## src/rtl/pit_pkg.sv

```systemverilog
package pit_pkg;

  typedef enum logic [2:0] {
    M_TC      = 3'd0,
    M_ONESHOT = 3'd1,
    M_RATE    = 3'd2,
    M_SQUARE  = 3'd3,
    M_SWSTB   = 3'd4,
    M_HWSTB   = 3'd5
  } pit_mode_e;

  // codes 6 and 7 fold onto the rate and square behaviours
  function automatic pit_mode_e norm_mode(input logic [2:0] m);
    if (m[2:1] == 2'b11) return pit_mode_e'({1'b0, m[1:0]});
    return pit_mode_e'(m);
  endfunction

endpackage

```

## src/rtl/pit_gate_edge.sv

```systemverilog
module pit_gate_edge (
  input  logic clk,
  input  logic rst_n,
  input  logic en,
  input  logic gate,
  output logic rise
);

  logic gate_q;

  always_ff @(posedge clk or negedge rst_n) begin
    if (!rst_n) gate_q <= 1'b0;
    else if (en) gate_q <= gate;
  end

  assign rise = en & gate & ~gate_q;

endmodule

```

## src/rtl/pit_step.sv

```systemverilog
module pit_step #(
  parameter int DIGITS = 4,
  parameter bit BCD_EN = 1'b1
) (
  input  logic [4*DIGITS-1:0] cnt,
  input  logic [4*DIGITS-1:0] hi_src,
  input  logic [4*DIGITS-1:0] lo_src,
  input  logic                bcd,
  output logic [4*DIGITS-1:0] dec1,
  output logic [4*DIGITS-1:0] dec2,
  output logic [4*DIGITS-1:0] hi_val,
  output logic [4*DIGITS-1:0] lo_val
);

  localparam int W = 4 * DIGITS;

  function automatic logic [W-1:0] bcd_dec(input logic [W-1:0] v);
    logic [W-1:0] r;
    logic         brw;
    r   = v;
    brw = 1'b1;
    for (int i = 0; i < DIGITS; i++) begin
      if (brw) begin
        if (v[4*i +: 4] == 4'd0) r[4*i +: 4] = 4'd9;
        else begin
          r[4*i +: 4] = v[4*i +: 4] - 4'd1;
          brw = 1'b0;
        end
      end
    end
    return r;
  endfunction

  function automatic logic [W-1:0] bcd_inc(input logic [W-1:0] v);
    logic [W-1:0] r;
    logic         cy;
    r  = v;
    cy = 1'b1;
    for (int i = 0; i < DIGITS; i++) begin
      if (cy) begin
        if (v[4*i +: 4] >= 4'd9) r[4*i +: 4] = 4'd0;
        else begin
          r[4*i +: 4] = v[4*i +: 4] + 4'd1;
          cy = 1'b0;
        end
      end
    end
    return r;
  endfunction

  // low half-cycle reload is always the even part of the period
  assign lo_val = lo_src & ~W'(1);

  if (BCD_EN) begin : g_bcd
    always_comb begin
      if (bcd) begin
        dec1   = bcd_dec(cnt);
        dec2   = bcd_dec(bcd_dec(cnt));
        hi_val = hi_src[0] ? bcd_inc(hi_src) : hi_src;
      end else begin
        dec1   = cnt - W'(1);
        dec2   = cnt - W'(2);
        hi_val = hi_src[0] ? hi_src + W'(1) : hi_src;
      end
    end
  end else begin : g_bin
    always_comb begin
      dec1   = cnt - W'(1);
      dec2   = cnt - W'(2);
      hi_val = hi_src[0] ? hi_src + W'(1) : hi_src;
    end
  end

endmodule

```

## src/rtl/pit_ctrl.sv

```systemverilog
module pit_ctrl
  import pit_pkg::*;
#(
  parameter int W = 16
) (
  input  logic         clk,
  input  logic         rst_n,
  input  logic         tick,
  input  logic         gate,
  input  logic         trig,
  input  logic         mode_wr,
  input  logic [2:0]   mode_in,
  input  logic         bcd_in,
  input  logic         cnt_wr,
  input  logic [W-1:0] cnt_in,
  input  logic [W-1:0] dec1,
  input  logic [W-1:0] dec2,
  input  logic [W-1:0] hi_val,
  input  logic [W-1:0] lo_val,
  output logic [W-1:0] ce_q,
  output logic [W-1:0] cr_q,
  output logic [W-1:0] per_q,
  output logic         bcd_q,
  output logic         out_q,
  output logic         null_q
);

  pit_mode_e mode_q;
  pit_mode_e mode_nx;
  logic      pend_q;
  logic      run_q;

  assign mode_nx = norm_mode(mode_in);

  always_ff @(posedge clk or negedge rst_n) begin
    if (!rst_n) begin
      mode_q <= M_TC;
      bcd_q  <= 1'b0;
      cr_q   <= '0;
      per_q  <= '0;
      ce_q   <= '0;
      out_q  <= 1'b0;
      null_q <= 1'b1;
      pend_q <= 1'b0;
      run_q  <= 1'b0;
    end else if (mode_wr) begin
      mode_q <= mode_nx;
      bcd_q  <= bcd_in;
      out_q  <= (mode_nx != M_TC);
      null_q <= 1'b1;
      pend_q <= 1'b0;
      run_q  <= 1'b0;
    end else if (cnt_wr) begin
      cr_q   <= cnt_in;
      null_q <= 1'b1;
      pend_q <= 1'b1;
      if (mode_q == M_TC) begin
        out_q <= 1'b0;
        run_q <= 1'b0;
      end
    end else if (tick) begin
      case (mode_q)
        M_TC: begin
          if (pend_q) begin
            ce_q <= cr_q; null_q <= 1'b0; pend_q <= 1'b0; run_q <= 1'b1;
          end else if (run_q && gate) begin
            ce_q <= dec1;
            if (dec1 == '0) out_q <= 1'b1;
          end
        end
        M_ONESHOT: begin
          if (trig) begin
            ce_q <= cr_q; null_q <= 1'b0; pend_q <= 1'b0; run_q <= 1'b1;
            out_q <= 1'b0;
          end else if (run_q) begin
            ce_q <= dec1;
            if (dec1 == '0) begin out_q <= 1'b1; run_q <= 1'b0; end
          end
        end
        M_RATE: begin
          if (!gate) out_q <= 1'b1;
          else if (pend_q && !run_q) begin
            ce_q <= cr_q; null_q <= 1'b0; pend_q <= 1'b0; run_q <= 1'b1;
            out_q <= 1'b1;
          end else if (run_q) begin
            if (ce_q == W'(1)) begin
              ce_q <= cr_q; null_q <= 1'b0; pend_q <= 1'b0; out_q <= 1'b1;
            end else begin
              ce_q  <= dec1;
              out_q <= (dec1 != W'(1));
            end
          end
        end
        M_SQUARE: begin
          if (!gate) out_q <= 1'b1;
          else if (pend_q && !run_q) begin
            ce_q <= hi_val; per_q <= cr_q; null_q <= 1'b0; pend_q <= 1'b0;
            run_q <= 1'b1; out_q <= 1'b1;
          end else if (run_q) begin
            if (dec2 == '0) begin
              if (out_q) ce_q <= lo_val;
              else begin
                ce_q <= hi_val; per_q <= cr_q; null_q <= 1'b0; pend_q <= 1'b0;
              end
              out_q <= ~out_q;
            end else begin
              ce_q <= dec2;
            end
          end
        end
        M_SWSTB: begin
          if (pend_q) begin
            ce_q <= cr_q; null_q <= 1'b0; pend_q <= 1'b0; run_q <= 1'b1;
            out_q <= 1'b1;
          end else if (!out_q) out_q <= 1'b1;
          else if (run_q && gate) begin
            ce_q <= dec1;
            if (dec1 == '0) begin out_q <= 1'b0; run_q <= 1'b0; end
          end
        end
        M_HWSTB: begin
          if (trig) begin
            ce_q <= cr_q; null_q <= 1'b0; pend_q <= 1'b0; run_q <= 1'b1;
            out_q <= 1'b1;
          end else if (!out_q) out_q <= 1'b1;
          else if (run_q) begin
            ce_q <= dec1;
            if (dec1 == '0) begin out_q <= 1'b0; run_q <= 1'b0; end
          end
        end
        default: ;
      endcase
    end
  end

  // a count write always leaves the flag set
  p_null_set_r11: assert property (@(posedge clk) disable iff (!rst_n)
    cnt_wr && !mode_wr |=> null_q);

  // terminal-count mode output drops on a count write
  p_tc_low_r4: assert property (@(posedge clk) disable iff (!rst_n)
    cnt_wr && !mode_wr && mode_q == M_TC |=> !out_q);

  // strobe low lasts one enabled cycle
  p_strobe_one_r8: assert property (@(posedge clk) disable iff (!rst_n)
    tick && !mode_wr && !cnt_wr && !out_q &&
    (mode_q == M_SWSTB || mode_q == M_HWSTB) |=> out_q);

  // low gate forces output high in rate and square modes
  p_gate_high_r10: assert property (@(posedge clk) disable iff (!rst_n)
    tick && !mode_wr && !cnt_wr && !gate &&
    (mode_q == M_RATE || mode_q == M_SQUARE) |=> out_q);

  // low gate freezes a running count
  p_gate_pause_r10: assert property (@(posedge clk) disable iff (!rst_n)
    tick && !mode_wr && !cnt_wr && !gate && run_q && !pend_q &&
    (mode_q == M_TC || mode_q == M_RATE || mode_q == M_SQUARE ||
     mode_q == M_SWSTB) |=> $stable(ce_q));

  // square-mode counting element stays even
  p_square_even_r7: assert property (@(posedge clk) disable iff (!rst_n)
    run_q && mode_q == M_SQUARE |-> !ce_q[0]);

  // no enable and no write means nothing moves
  p_idle_r12: assert property (@(posedge clk) disable iff (!rst_n)
    !tick && !mode_wr && !cnt_wr |=> $stable(ce_q) && $stable(out_q));

  // a count write leaves a running one-shot output untouched
  p_oneshot_hold_r5: assert property (@(posedge clk) disable iff (!rst_n)
    cnt_wr && !mode_wr && mode_q == M_ONESHOT |=> $stable(out_q));

endmodule

```

## src/rtl/pit_channel.sv

```systemverilog
module pit_channel #(
  parameter int DIGITS = 4,
  parameter bit BCD_EN = 1'b1
) (
  input  logic                clk,
  input  logic                rst_n,
  input  logic                cnt_en,
  input  logic                gate,
  input  logic                ctl_wr,
  input  logic [2:0]          ctl_mode,
  input  logic                ctl_bcd,
  input  logic                ld_wr,
  input  logic [4*DIGITS-1:0] ld_val,
  output logic                out_o,
  output logic [4*DIGITS-1:0] count_o,
  output logic                null_o
);

  localparam int W = 4 * DIGITS;

  logic         trig;
  logic         bcd_q;
  logic [W-1:0] ce_q, cr_q, per_q;
  logic [W-1:0] dec1, dec2, hi_val, lo_val;

  pit_gate_edge u_edge (
    .clk   (clk),
    .rst_n (rst_n),
    .en    (cnt_en),
    .gate  (gate),
    .rise  (trig)
  );

  pit_step #(.DIGITS(DIGITS), .BCD_EN(BCD_EN)) u_step (
    .cnt    (ce_q),
    .hi_src (cr_q),
    .lo_src (per_q),
    .bcd    (bcd_q),
    .dec1   (dec1),
    .dec2   (dec2),
    .hi_val (hi_val),
    .lo_val (lo_val)
  );

  pit_ctrl #(.W(W)) u_ctrl (
    .clk     (clk),
    .rst_n   (rst_n),
    .tick    (cnt_en),
    .gate    (gate),
    .trig    (trig),
    .mode_wr (ctl_wr),
    .mode_in (ctl_mode),
    .bcd_in  (ctl_bcd),
    .cnt_wr  (ld_wr),
    .cnt_in  (ld_val),
    .dec1    (dec1),
    .dec2    (dec2),
    .hi_val  (hi_val),
    .lo_val  (lo_val),
    .ce_q    (ce_q),
    .cr_q    (cr_q),
    .per_q   (per_q),
    .bcd_q   (bcd_q),
    .out_q   (out_o),
    .null_q  (null_o)
  );

  assign count_o = ce_q;

endmodule

```

## config.mk

```make
export PLATFORM = sky130hd
export DESIGN_NAME = pit_channel
export DESIGN_NICKNAME = d
export VERILOG_FILES = /design/src/rtl/pit_pkg.sv /design/src/rtl/pit_gate_edge.sv /design/src/rtl/pit_step.sv /design/src/rtl/pit_ctrl.sv /design/src/rtl/pit_channel.sv
export SDC_FILE = /design/constraint.sdc
export NUM_CORES = 1
export LEC_CHECK = 0
export BUFFER_PORTS_ARGS = -buffer_cell sky130_fd_sc_hd__buf_4
export CAP_MARGIN = 0
export CORE_AREA = 2 2 120 99
export CTS_CLUSTER_DIAMETER = 200
export DETAILED_ROUTE_END_ITERATION = 8
export DIE_AREA = 0 0 122 101
export PLACE_DENSITY = 0.73
export SLEW_MARGIN = 20
export SYNTH_ARGS = -nofsm -noshare
export SYNTH_HDL_FRONTEND = slang
export SYNTH_HIERARCHICAL = 1
export SYNTH_SLANG_ARGS = --single-unit
```

## constraint.sdc

```tcl
create_clock -name clk -period 6 [get_ports clk]
set_clock_uncertainty 0.15 [all_clocks]
set_input_delay 0.3 -clock clk [delete_from_list [all_inputs] [get_ports clk]]
set_output_delay 0.3 -clock clk [all_outputs]
set_load 0.02 [all_outputs]
```

Word-level counts from Yosys, hierarchy flattened. Index checks and enable logic that the tools add are counted.

Logic and storage cells: 243. Bits in registers: 57. Input bits: 26. Output and inout port bits: 18.

Order comparisons: 4. Mux-type cells: 138. Reductions and logical operators: 32. Add/sub/neg operators: 15. Bitwise logic cells: 6. Equal/unequal tests: 38.

Operators by type and width (count): two-way mux 16 bit (26); two-way mux 4 bit (25); one-hot mux 16 bit (6 select lines) (1); two-way mux 1 bit (80); inequality test 5 x 3 -> 1 bit (second input constant) (7); logical NOT 16 bit (2); logical NOT 4 bit (8); subtractor 4 x 1 -> 4 bit (second input constant) (8); AND reduction 10 bit (3); inequality test 6 x 4 -> 1 bit (second input constant) (3); nonzero test 6 bit (3); adder 16 x 1 -> 16 bit (second input constant) (1); adder 4 x 1 -> 4 bit (second input constant) (4); equality test 16 x 1 -> 1 bit (second input constant) (1); greater-or-equal comparator 4 bit (second input constant) (4); inequality test 16 x 1 -> 1 bit (second input constant) (1); inequality test 4 x 1 -> 1 bit (second input constant) (4); inequality test 4 bit (second input constant) (4); subtractor 16 x 1 -> 16 bit (second input constant) (1); subtractor 16 x 2 -> 16 bit (second input constant) (1); AND reduction 11 bit (1); inequality test 5 x 4 -> 1 bit (second input constant) (2); inequality test 3 x 1 -> 1 bit (second input constant) (3); AND reduction 9 bit (1); other kinds (23) (39).

Logic depth before layout (Yosys ltp). Gate-level depths: netlist of run 1.

Depth after elaboration: 22. Mapped depth: 17. Gate-level depth less buffers: 14.

Hierarchy. Netlist of run 1, hierarchy kept.

Modules (own cells, without submodules): pit_ctrl (area an instance 3628.5 um^2, sequential area each 1402.6 um^2, instances 1, cells an instance 401); pit_step (area an instance 2319.7 um^2, sequential area each 0.0 um^2, instances 1, cells an instance 361); pit_gate_edge (area an instance 50.0 um^2, sequential area each 25.0 um^2, instances 1, cells an instance 3).

Worst setup path after synthesis of run 1. Ideal clock, no wire load.

Kind: register to register. Start point: register u_ctrl.ce_q[0]. End point: register u_ctrl.per_q[3]. Path buffers: 3. Path slack: 1.555 ns. Arrival time: 4.168 ns. Required time: 5.722 ns. Setup time: 0.128 ns. Period minus slack after synthesis: 4.445 ns. Cell stages (with the launch flop): 18. Cells stage by stage: dfrtp_1 > clkbuf_1 > inv_1 > ha_1 > nor3b_2 > buf_4 > nand4_1 > a2111o_1 > o41ai_2 > a31oi_1 > xnor2_1 > nor4_1 > nand4_1 > nor2_1 > a21oi_1 > nor3b_4 > buf_6 > mux2_1.

Word-level cells in the longest chain between the ends: 16. Elaborated cells on any way between the ends: 44. Those cells by class: add/sub: 6; mux: 30; reduce/logical: 8.

Ends and longest elaborated chain: start, declared (line pit_ctrl.sv:20) `output logic [W-1:0] ce_q,`; start signal, assigned (line pit_ctrl.sv:101) `if (out_q) ce_q <= lo_val;`; logical NOT 4 bit (line pit_step.sv:24) `if (v[4*i +: 4] == 4'd0) r[4*i +: 4] = 4'd9;`; two-way mux 1 bit (line pit_step.sv:24); two-way mux 1 bit (line pit_step.sv:56) `if (bcd) begin`; two-way mux 1 bit / two-way mux 4 bit (equally long branches) (line pit_step.sv:23) `if (brw) begin`; two-way mux 1 bit / two-way mux 4 bit (equally long branches) (line pit_step.sv:56); two-way mux 1 bit, or another cell as far along (line pit_step.sv:23); two-way mux 1 bit, or another cell as far along (line pit_step.sv:56); two-way mux 4 bit, or another cell as far along (line pit_step.sv:23); two-way mux 4 bit, or another cell as far along (line pit_step.sv:56); subtractor 4 x 1 -> 4 bit, or another cell as far along (line pit_step.sv:26) `r[4*i +: 4] = v[4*i +: 4] - 4'd1;`; two-way mux 4 bit / two-way mux 1 bit (equally long branches) (line pit_step.sv:24, pit_step.sv:56); two-way mux 4 bit (line pit_step.sv:23); two-way mux 16 bit (*) (line pit_step.sv:56); via dec2[15] (line pit_channel.sv:24) `logic [W-1:0] dec1, dec2, hi_val, lo_val;`; logical NOT 16 bit (*) (line pit_ctrl.sv:100) `if (dec2 == '0) begin`; nonzero test 2 bit (no line) (*); AND reduction 8 bit (no line) (*); end signal, assigned (line pit_ctrl.sv:40) `per_q <= '0;`; end signal, assigned (line pit_ctrl.sv:97) `ce_q <= hi_val; per_q <= cr_q; null_q <= 1'b0; pend_q <= 1'b0;`; end signal, assigned (line pit_ctrl.sv:103) `ce_q <= hi_val; per_q <= cr_q; null_q <= 1'b0; pend_q <= 1'b0;`; end, declared (line pit_ctrl.sv:22) `output logic [W-1:0] per_q,`.

The timed path passes the listed nets; every way through them passes the cells marked *. The select of a mux whose other input is x is not followed. A chain may end at the register's enable or synchronous reset.

Final worst setup path of run 1.
Start point: register u_ctrl.ce_q[1]. End point: register u_ctrl.per_q[15].

The elaborated chain is that of the path after synthesis.

==> results of run 1 <==
==> registers in the layout, indices dropped and copies added (netlist names) <==
register / flops
u_ctrl/ce_q: 16
u_ctrl/per_q: 15
u_edge/gate_q: 1
u_ctrl/mode_q: 3
u_ctrl/pend_q: 1
u_ctrl/null_q: 1
u_ctrl/out_q: 1
u_ctrl/cr_q: 16
u_ctrl/bcd_q: 1
u_ctrl/run_q: 1
==> final timing paths <==
check	from	to	slack (ns)	cells after the start
hold reg to reg	u_ctrl/null_q	u_ctrl/null_q	0.34	2
max in group asynchronous	rst_n	u_ctrl/ce_q[6]	4.75	2
setup reg to reg	u_ctrl/ce_q[1]	u_ctrl/per_q[15]	0.59	15
setup / recovery	u_ctrl/ce_q[1]	u_ctrl/per_q[15]	0.59	15
hold / removal	ctl_mode[1]	u_ctrl/mode_q[2]	0.05	2
min in group asynchronous	rst_n	u_ctrl/bcd_q	0.42	2
==> critical path, cell delays in order, from the launching register on <==
cell and delay (ns):
sky130_fd_sc_hd__dfrtp_1 0.46, sky130_fd_sc_hd__inv_1 0.23, sky130_fd_sc_hd__ha_1 0.28, sky130_fd_sc_hd__nor3b_2 0.65, sky130_fd_sc_hd__nand2_1 0.31, sky130_fd_sc_hd__or4_2 0.66
sky130_fd_sc_hd__xnor2_1 0.17, sky130_fd_sc_hd__a211o_1 0.14, sky130_fd_sc_hd__o311ai_1 0.11, sky130_fd_sc_hd__nor4_1 0.35, sky130_fd_sc_hd__nand4_1 0.15, sky130_fd_sc_hd__buf_4 0.23
sky130_fd_sc_hd__nor2_1 0.15, sky130_fd_sc_hd__a21oi_1 0.13, sky130_fd_sc_hd__nor3b_4 0.70, sky130_fd_sc_hd__mux2_2 0.41
==> per-stage QoR <==
| stage | setup WS [ns] | instances |
|---|---|---|
| final | 0.589 | 902 |
| after floorplan | 1.58 | 764 |
| after global placement | 0.924 | 893 |
| after CTS | 0.693 | 902 |
| after global routing | 0.0970 | 902 |
| after detailed placement | 0.721 | 893 |
==> metal layers <==
| layer | track usage | share of wire |
|---|---|---|
| met5 | 0 | 0 |
| met4 | 0.0796 | 0.018 |
| met3 | 0.0667 | 0.10 |
| met2 | 0.475 | 0.44 |
| met1 | 0.456 | 0.44 |
==> timing repair <==
action	CTS	global route
hold buffers	1	0
setup endpoints to repair	0	0
hold endpoints to repair	55	0
==> power breakdown <==
group	leakage, uW	internal (uW)	switching [uW]
clock	0.0000702	156	152
combinational	0.00178	569	908
sequential	0.000690	463	313
==> final cells by class <==
class                      count  area, um^2
inverter                      24        90.1
multi-input combinational    614        4100
tap                          148         185
timing repair buffer          52         393
clock inverter                 3        21.3
sequential                    56        1400
clock buffer                   5         125
fill                        1036        4850
==> flow_summary_export.csv, run 1 <==
group,metric,value,unit
outcome,run_status,"completed",
layout,final_layout_size_suffix_gt1_frac,0.155,
pwr,report.power.total,2560,uW
pwr,power_per_cell_area,405,nW/um^2
logic_synthesis,yosysWarnings,6,
critical_path,worstPathRequired,6.04,ns
critical_path,worst_setup_ep_type,"register",
critical_path,timing.critical_path.fanout_max,16,
detailed_routing,drt-wirelength-per-cell,21.4,um
critical_path,worst-setup-path-type,"register to register",
critical_path,worst-endpoint-arrival,5.45,ns
worst_hold_path,worst_hold_path_type,"primary input to register",
pwr,irDropWorstVdd,165,uV
sta,highest_clock_frequency_the_design_can_meet,0.185,GHz
run,timing.max_cap.violations,0,
grt,grt_first_pass_wirelength,30300,um
detailed_routing,violation_count_after_the_first_detailed_route_iteration,988,
cts,tritoncts_clock_tree,"done",
logic_synthesis,netlist_area,5960,um^2
detailed_routing,postRouteWirelength,19300,um
detailed_routing,postRouteAntennaNets,0,
cts,clock_insertion_delay_worst_skew,0.30,ns
sta,timing.final.crit_period,5.41,ns
sta,maxSlewViolCount,0,
sta,tightestPinTransition,1.09,ns
grt,grt_pass1_vias,5521,
detailed_routing,drc,0,
layout,final_design_area_no_fill,6320,um^2
layout,most_frequent_standard_cell_in_the_layout_excluding_fill_and_tap_cells,"sky130_fd_sc_hd__nor2_1",
place,postPlaceCellArea,6160,um^2
cts,post_cts_resized,0,
cts,path_clk_slew,0.08,ns
layout,antenna_cells_inserted,0,
floorplanning,initial_core_utilization,0.534,
floorplanning,top_level_ports,44,
detailed_routing,post_detailed_route_via_to_cell_ratio,6.89,
sta,slew_limit_headroom,0.272,
sta,finalHoldViolations,0,
sta,fin_setup_tns,0,ns
layout,finish.net_count,797,
floorplanning,die_h,101,um
detailed_routing,num_vias,6216,
place,port_buffers,43,
cts,tritoncts.num_buffers,5,
grt,groute.usage.overall,0.314,
floorplanning,die_x,122,um
place,finalWeightedCongestion,0.979,
critical_path,worstSetupStartpointType,"register",
detailed_routing,detailed_routing_iterations_pass_1,7,
layout,utilization,0.566,
sta,final.hold.worst_slack,0.0512,ns
sta,timing.final.crit_share,0.902,
floorplanning,fp-row-count,35,
layout,syn2layout_area_growth,5.96,%
place,dp_hpwl,14000,um
cts,htree_num_levels,2,
logic_synthesis,synthesis.instances,763,
layout,layout_common_cells,"sky130_fd_sc_hd__nor2_1 (96), sky130_fd_sc_hd__a21oi_1 (57), sky130_fd_sc_hd__dfrtp_1 (55), sky130_fd_sc_hd__nand2_1 (54), sky130_fd_sc_hd__buf_4 (51)",
cts,number_of_sinks_handled_by_clock_tree_synthesis,56,
sta,number_of_setup_violations_in_the_final_report,0,
cts,clock_tree.root_cell,"sky130_fd_sc_hd__clkbuf_16",
pwr,static-leakage-power,0.00254,uW
grt,grt_max_degree,57,
sta,unrepaired_setup_endpoints_after_global_routing,"false",
cts,clock_path_buffers,2,
floorplanning,fp.dieArea,12300,um^2
floorplanning,core,11200,um^2
grt,overflow,0,
cts,cts_setup_buffers,0,
logic_synthesis,syn-mean-instance-area,7.81,um^2
grt,antenna_violations_before_repair,0,
Power figures use the tool's default switching activity.
==> inputs of run 2 (changes only) <==
- clock period: 6 -> 5.3 ns (I/O delays scaled with it)
==> flow_summary_export.csv, run 2 (synthesis results as in run 1) <==
group,metric,value,unit
layout,layout_common_cells,"sky130_fd_sc_hd__nor2_1 (96), sky130_fd_sc_hd__buf_4 (59), sky130_fd_sc_hd__a21oi_1 (57), sky130_fd_sc_hd__dfrtp_1 (55), sky130_fd_sc_hd__nand2_1 (54)",
floorplanning,fp-row-count,35,
grt,overflow,0,
sta,finalHoldViolations,0,
critical_path,timing.critical_path.fanout_max,13,
critical_path,worstSetupStartpointType,"register",
layout,biggest_regs,"u_ctrl/ce_q x16, u_ctrl/cr_q x16, u_ctrl/per_q x15",
critical_path,worst_path_largest_cell_delay,0.56,ns
cts,clock_insertion_delay_worst_skew,0.31,ns
sta,unrepaired_setup_endpoints_after_global_routing,"false",
run,timing.max_cap.violations,0,
cts,tritoncts.num_buffers,5,
critical_path,critPathTopFamily,"compound AO/OA/AOI/OAI gates",
sta,final.hold.worst_slack,0.00727,ns
layout,syn2layout_area_growth,7.32,%
layout,final_design_area_no_fill,6400,um^2
critical_path,cpMostUsedCell,"sky130_fd_sc_hd__xnor2_1",
grt,antenna_violations_before_repair,0,
grt,groute.usage.overall,0.324,
place,dp_hpwl,14500,um
sta,timing.final.crit_period,4.89,ns
detailed_routing,violation_count_after_the_first_detailed_route_iteration,840,
layout,most_frequent_standard_cell_in_the_layout_excluding_fill_and_tap_cells,"sky130_fd_sc_hd__nor2_1",
detailed_routing,num_vias,6279,
sta,slew_limit_headroom,0.274,
place,port_buffers,43,
layout,final_layout_size_suffix_gt1_frac,0.165,
pwr,power_per_cell_area,465,nW/um^2
layout,finish.net_count,806,
critical_path,critical_path_cell_list,"inv_1 -> ha_1 -> nor3b_2 -> buf_4 -> xnor2_1 -> nand4_1 -> o41ai_2 -> a31oi_1 -> xnor2_1 -> nor4_1 -> and4_1 -> o21ai_0 -> a21oi_1 -> o221ai_1 -> a41oi_1",
floorplanning,die_h,101,um
sta,tightestPinTransition,1.09,ns
detailed_routing,postRouteAntennaNets,0,
worst_hold_path,worst_hold_path_type,"primary input to register",
pwr,static-leakage-power,0.00259,uW
critical_path,worst-setup-path-type,"register to register",
detailed_routing,postRouteWirelength,19700,um
pwr,irDropWorstVdd,216,uV
cts,path_clk_slew,0.08,ns
place,postPlaceCellArea,6220,um^2
critical_path,worst_path_max_delay_cell,"sky130_fd_sc_hd__and4_1",
floorplanning,initial_core_utilization,0.534,
place,detailedPlace.worstSlack,0.411,ns
outcome,run_status,"completed",
floorplanning,core,11200,um^2
cts,clock_tree.root_cell,"sky130_fd_sc_hd__clkbuf_16",
cts,htree_num_levels,2,
sta,number_of_setup_violations_in_the_final_report,0,
layout,n_fill_cell,1034,
cts,clock_path_buffers,2,
layout,seqCellArea,1400,um^2
layout,multiInputGateArea,4100,um^2
sta,timing.final.crit_share,0.922,
detailed_routing,drt-wirelength-per-cell,21.6,um
cts,tritoncts_clock_tree,"done",
grt,grt_max_degree,57,
cts,number_of_sinks_handled_by_clock_tree_synthesis,56,
cts,post_cts_resized,0,
sta,maxSlewViolCount,0,
layout,layout.cells.non_filler,911,
sta,highest_clock_frequency_the_design_can_meet,0.205,GHz
detailed_routing,drc,0,
sta,fin_setup_tns,0,ns
grt,grt_first_pass_wirelength,31100,um
grt,grt_pass1_vias,5635,
floorplanning,fp.dieArea,12300,um^2
layout,antenna_cells_inserted,0,
critical_path,worstPathRequired,5.37,ns
detailed_routing,detailed_routing_iterations_pass_1,5,
sta,setup_ws,0.414,ns
place,place_inst,901,
place,finalWeightedCongestion,1.01,
floorplanning,top_level_ports,44,
floorplanning,die_x,122,um
detailed_routing,post_detailed_route_via_to_cell_ratio,6.89,
critical_path,worst_setup_ep_type,"register",
critical_path,worst-endpoint-arrival,4.95,ns
critical_path,critPathBufInv,2,
[run 2: repair_timing]
action	CTS	global route
endpoints found under the hold margin	55	0
endpoints found under the setup margin	0	15
hold buffers	1	0
buffers inserted	0	1
[run 2: through the flow]
step	utilization	total power (uW)
floorplan	-	1980
global placement	0.557	2530
detailed placement	0.557	2550
CTS	0.571	2910
global route	0.573	3150
finish	0.573	2980
[run 2: path summary, 6_finish.rpt]
path	from	endpoint	slack [ns]	depth (start not counted)
min in group asynchronous	rst_n	u_ctrl/ce_q[0]	0.40	2
worst max-delay path	u_ctrl/ce_q[1]	u_ctrl/ce_q[11]	0.41	15
worst max register to register	u_ctrl/ce_q[1]	u_ctrl/ce_q[11]	0.41	15
max in group asynchronous	rst_n	u_ctrl/cr_q[9]	4.08	2
worst min register to register	u_ctrl/null_q	u_ctrl/null_q	0.33	2
worst min-delay path	ctl_mode[1]	u_ctrl/mode_q[2]	0.007	2
[run 2: cell type report]
class | count | share of cell area
Inverter | 24 | 0.0141
Tap cell | 148 | 0.0289
Sequential cell | 56 | 0.219
Clock buffer | 5 | 0.0196
Clock inverter | 3 | 0.00352
Timing Repair Buffer | 61 | 0.0739
Multi-Input combinational cell | 614 | 0.641
[run 2: power breakdown]
group	switching [uW]	internal (uW)
registers	317	526
clock network	176	178
logic	1100	680
[run 2: routing by layer]
layer,wire [um],share of wire,track usage,vias to the layer above
met2,8670,0.44,0.487,420
met5,0,0,0,-
met4,433,0.022,0.0822,0
li1,-,-,-,2808
met1,8330,0.42,0.465,3010
met3,2290,0.12,0.0803,41
